### src/rtl/lp_window.sv
module lp_window #(
    parameter int DEV_W = 5,
    parameter int CNT_W = 8
) (
    input  logic             clk,
    input  logic             rst,
    input  logic             start,
    input  logic [DEV_W-1:0] start_dev,
    input  logic [CNT_W-1:0] restr_len,
    input  logic [CNT_W-1:0] quiet_len,
    input  logic             row_vld,
    input  logic [DEV_W-1:0] row_dev,
    input  logic             row_bcast,
    input  logic             col_vld,
    input  logic [DEV_W-1:0] col_dev,
    output logic             restrict_hit,
    output logic             quiet_hit,
    output logic             ignore_hit
);
    localparam logic [CNT_W-1:0] CNT_MAX = '1;

    logic             on_q;
    logic [CNT_W-1:0] cnt_q;
    logic [CNT_W-1:0] rlen_q;
    logic [CNT_W-1:0] qlen_q;
    logic [DEV_W-1:0] dev_q;

    logic in_restrict;
    logic in_quiet;
    logic asleep;
    logic aimed_at_dev;

    assign in_restrict  = on_q && (cnt_q <= rlen_q);
    assign in_quiet     = on_q && (cnt_q <= qlen_q);
    assign asleep       = on_q && (cnt_q > rlen_q);
    assign aimed_at_dev = (row_vld && !row_bcast && (row_dev == dev_q)) ||
                          (col_vld && (col_dev == dev_q));

    assign restrict_hit = in_restrict && aimed_at_dev;
    assign quiet_hit    = in_quiet && row_vld && row_bcast;
    assign ignore_hit   = asleep && aimed_at_dev;

    always_ff @(posedge clk) begin
        if (rst) begin
            on_q   <= 1'b0;
            cnt_q  <= '0;
            rlen_q <= '0;
            qlen_q <= '0;
            dev_q  <= '0;
        end else if (start) begin
            on_q   <= 1'b1;
            cnt_q  <= CNT_W'(1);
            rlen_q <= restr_len;
            qlen_q <= quiet_len;
            dev_q  <= start_dev;
        end else if (on_q && (cnt_q != CNT_MAX)) begin
            cnt_q <= cnt_q + CNT_W'(1);
        end
    end

endmodule

### config.mk
export PLATFORM = sky130hd
export DESIGN_NAME = lp_window
export DESIGN_NICKNAME = d
export VERILOG_FILES = /design/src/rtl/lp_window.sv
export SDC_FILE = /design/constraint.sdc
export NUM_CORES = 1
export LEC_CHECK = 0
export BUFFER_PORTS_ARGS = -buffer_cell sky130_fd_sc_hd__buf_2
export CORE_ASPECT_RATIO = 0.5
export CORE_MARGIN = 2
export CORE_UTILIZATION = 50
export CTS_BUF_LIST = sky130_fd_sc_hd__clkbuf_8 sky130_fd_sc_hd__clkbuf_16
export DETAILED_ROUTE_END_ITERATION = 7
export PLACE_DENSITY = 0.76
export RECOVER_POWER = 100
export SYNTH_ARGS = -nofsm -noshare
export SYNTH_HDL_FRONTEND = slang
export SYNTH_SLANG_ARGS = --single-unit
### constraint.sdc
create_clock -name clk -period 4.5 [get_ports clk]
set_clock_uncertainty 0.15 [all_clocks]
set_input_delay 0.675 -clock clk [delete_from_list [all_inputs] [get_ports clk]]
set_output_delay 0.675 -clock clk [all_outputs]
set_load 0.1 [all_outputs]
==> impl_metrics.yaml <==
critical_path:
  worstRegToRegCells: 5
  crit_type: "flip-flop to primary output"
  crit_fanout: 8
  r2r_slack_ns: 2.84
  rr_endpoint: "cnt_q[1]"
  cp-start-kind: "flip-flop"
  arrival_ns: 2.87
  end_kind: "primary output"
  required_ns: 3.67
  timing.rr.start: "cnt_q[1]"
yosys:
  synth_flop_cell: "dfxtp_1"
  yosys_register_bits: 30
  yosysUniqueCellTypes: 35
  syn_area_per_cell_um2: 9.07
  yosys_warnings: 0
  synth-simple-area-share_pct: 15.1
  synthCells: 191
  synthAdderAreaFrac_pct: 12.3
  muxShareOfSynthArea_pct: 12.1
  async_reset_ff_share_pct: 0
  syn_nets: 245
  synth_edf_count: 0
  synth_compound_area_share_pct: 12.3
  synth_area_mm2: 0.00173
  ys_seq_area_share_pct: 34.7
  synthXorXnorAreaFrac_pct: 6.58
  synth_top_family_by_area: "simple AND/OR/NAND/NOR gates"
detailed_routing:
  drt_pass1_iterations: 4
  vias: 1472
  drt_iter0_drc: 48
  drtAntennaViolNets: 0
  wl_per_cell_um: 13.4
  drc: 0
  viasPerCell: 5.39
  wirelength_mm: 3.65
timing:
  fmax_ghz: 0.271
  slew_violations: 26
  period_needed_ns: 3.69
  rsz0062_at_grt: "no"
  setup_violations: 0
  finalHoldViolCount: 0
  finalCritPeriodShare_pct: 82.0
  slew-limit-headroom_pct: -10.4
  finalSetupTns_ns: 0
  worst_slew_pin_slew_ns: 1.66
  whs_ns: 0.350
clock_tree:
  htree_levels: 2
  clk_pin_slew_worst_paths_ns: 0.07
  clockBufferDepth: 2
  tritoncts: "built"
  ctsHoldBuffers: 0
  postCtsSetupBuffers: 0
  clk_latency_ns: 0.28
  cts_resized: 0
  cts_made_buffers: 5
  clock_sink_count: 30
  cts_root_buf: "clkbuf_8"
grt:
  grt_pass1_wl_mm: 5.91
  grtUsageTotal_pct: 19.8
  antenna_found_initial: 0
  grt_overflow: 0
  first_global_vias: 1369
  grt_start_max_net_pins: 26
placement:
  io_buffers: 39
  place_congestion: 0.854
  place_hpwl_mm: 2.63
floorplan:
  die_w_um: 87.2
  die_h_um: 45.6
  ioPinCount: 40
  initial_core_util_pct: 51.3
  die-area_mm2: 0.00398
  core_mm2: 0.00338
  rows: 15
hold_path:
  min_path_type: "flip-flop to flip-flop"
  min_from: "qlen_q[7]"
  whs_path_depth: 2
  min_to: "qlen_q[7]"
layout:
  antenna_cells: 0
  drive_gt1_share_pct: 21.6
  layout.nets: 284
  area_delta_synth_final_pct: 19.7
pwr:
  ir_drop_mv: 0.153
  power_leakage_nw: 1.01
  power_density_mw_per_mm2: 347
job:
  drv_cap: 1
status:
  status: "complete, but fails checks"
  violations: "max-capacitance violations, max-slew violations"
-- sequential cells by signal (all words and copies together), names as in the netlist --
| signal | cells |
|---|---|
| dev_q | 5 |
| on_q | 1 |
| qlen_q | 8 |
| cnt_q | 8 |
| rlen_q | 8 |
-- cells in the mapped netlist (all sizes together) (2+ instances only) --
cell    number  share of area, %
xnor2        4               2.0
mux2i       21                12
o21ai        3              0.87
nand2        9               2.0
a21oi        9               2.6
nor2        29               6.3
buf          5               2.2
clkbuf       2              0.43
a311oi       2               1.0
dfxtp       30                35
xor2         9               4.6
inv         20               4.3
nand3        4               1.2
nor4         2              0.72
a21o         2              0.87
and3         4               1.4
a41oi        2               1.0
nand4        3               2.0
ha          17                12
-- stage by stage --
step,power [W],area [um2],setup slack [ns],util (%),std cells
global route,0.000750,2070,0.680,61.3,273
detailed placement,0.000382,1930,1.56,57.3,265
finish,0.000719,2070,0.810,61.3,273
floorplan,0.000355,1730,0.173,-,191
CTS,0.000723,2080,1.25,61.5,273
global placement,0.000378,1930,1.62,57.3,265
-- worst max-delay path, stage by stage (launching register included) --
cell      delay [ns]
dfxtp_1         0.53
ha_1            0.31
and3_1          0.22
a221o_1         0.35
a21oi_1         0.18
o21ba_2         0.14
clkbuf_1        0.85
-- logic make-up after synthesis --
kind of cell               count (synthesis)
and+or+nand+nor                           55
muxes                                     21
buffers and inverters                     27
AOI/OAI and AO/OA                         28
adders and majority gates                 17
DFF                                       30
xor gates and xnor gates                  13
-- where the power goes --
group / internal, W / switching (W)
clock: 0.000236 / 0.000106
sequential: 0.000279 / 0.0000110
combinational: 0.0000435 / 0.0000438
total: 0.000558 / 0.000160
-- layout make-up --
type	instances	area [um2]
Clock buffer	6	82.6
Tap cell	42	52.6
Inverter	20	75.1
Fill cell	311	1310
Clock inverter	2	60.1
Sequential cell	30	601
Multi-Input combinational cell	134	1010
Timing Repair Buffer	39	190
-- layer usage --
layer	global-route usage (%)	wire length, um
met5	0	0
met4	8.62	60
met3	5.43	183
met2	32.2	1600
met1	25.4	1810
-- cell usage in the layout (no fill, tap or decap), types with 2 or more instances in the layout --
cell type / synthesis / routed
buf_2: 3 / 35
dfxtp_1: 30 / 30
nor2_1: 29 / 29
mux2i_1: 21 / 21
inv_1: 20 / 20
ha_1: 17 / 17
nand2_1: 9 / 9
a21oi_1: 9 / 9
xor2_1: 9 / 9
clkbuf_8: 0 / 6
and3_1: 4 / 4
xnor2_1: 4 / 4
nand3_1: 4 / 4
clkbuf_1: 2 / 4
o21ai_0: 3 / 3
a21o_1: 2 / 2
nor4_1: 2 / 2
nand4_1: 2 / 2
a311oi_1: 2 / 2
a41oi_1: 2 / 2
bufinv_16: 0 / 2
-- worst max-delay path by stage --
| stage | from | endpoint | slack, ns |
|---|---|---|---|
| global placement | row_dev[4] | ignore_hit | 1.62 |
| detailed placement | cnt_q[3] | restrict_hit | 1.56 |
| finish | cnt_q[3] | restrict_hit | 0.81 |
| floorplan | row_dev[4] | ignore_hit | 0.17 |
| global route | cnt_q[3] | restrict_hit | 0.68 |
| CTS | cnt_q[3] | restrict_hit | 1.25 |
No activity file was read; power rests on OpenSTA's default activity.
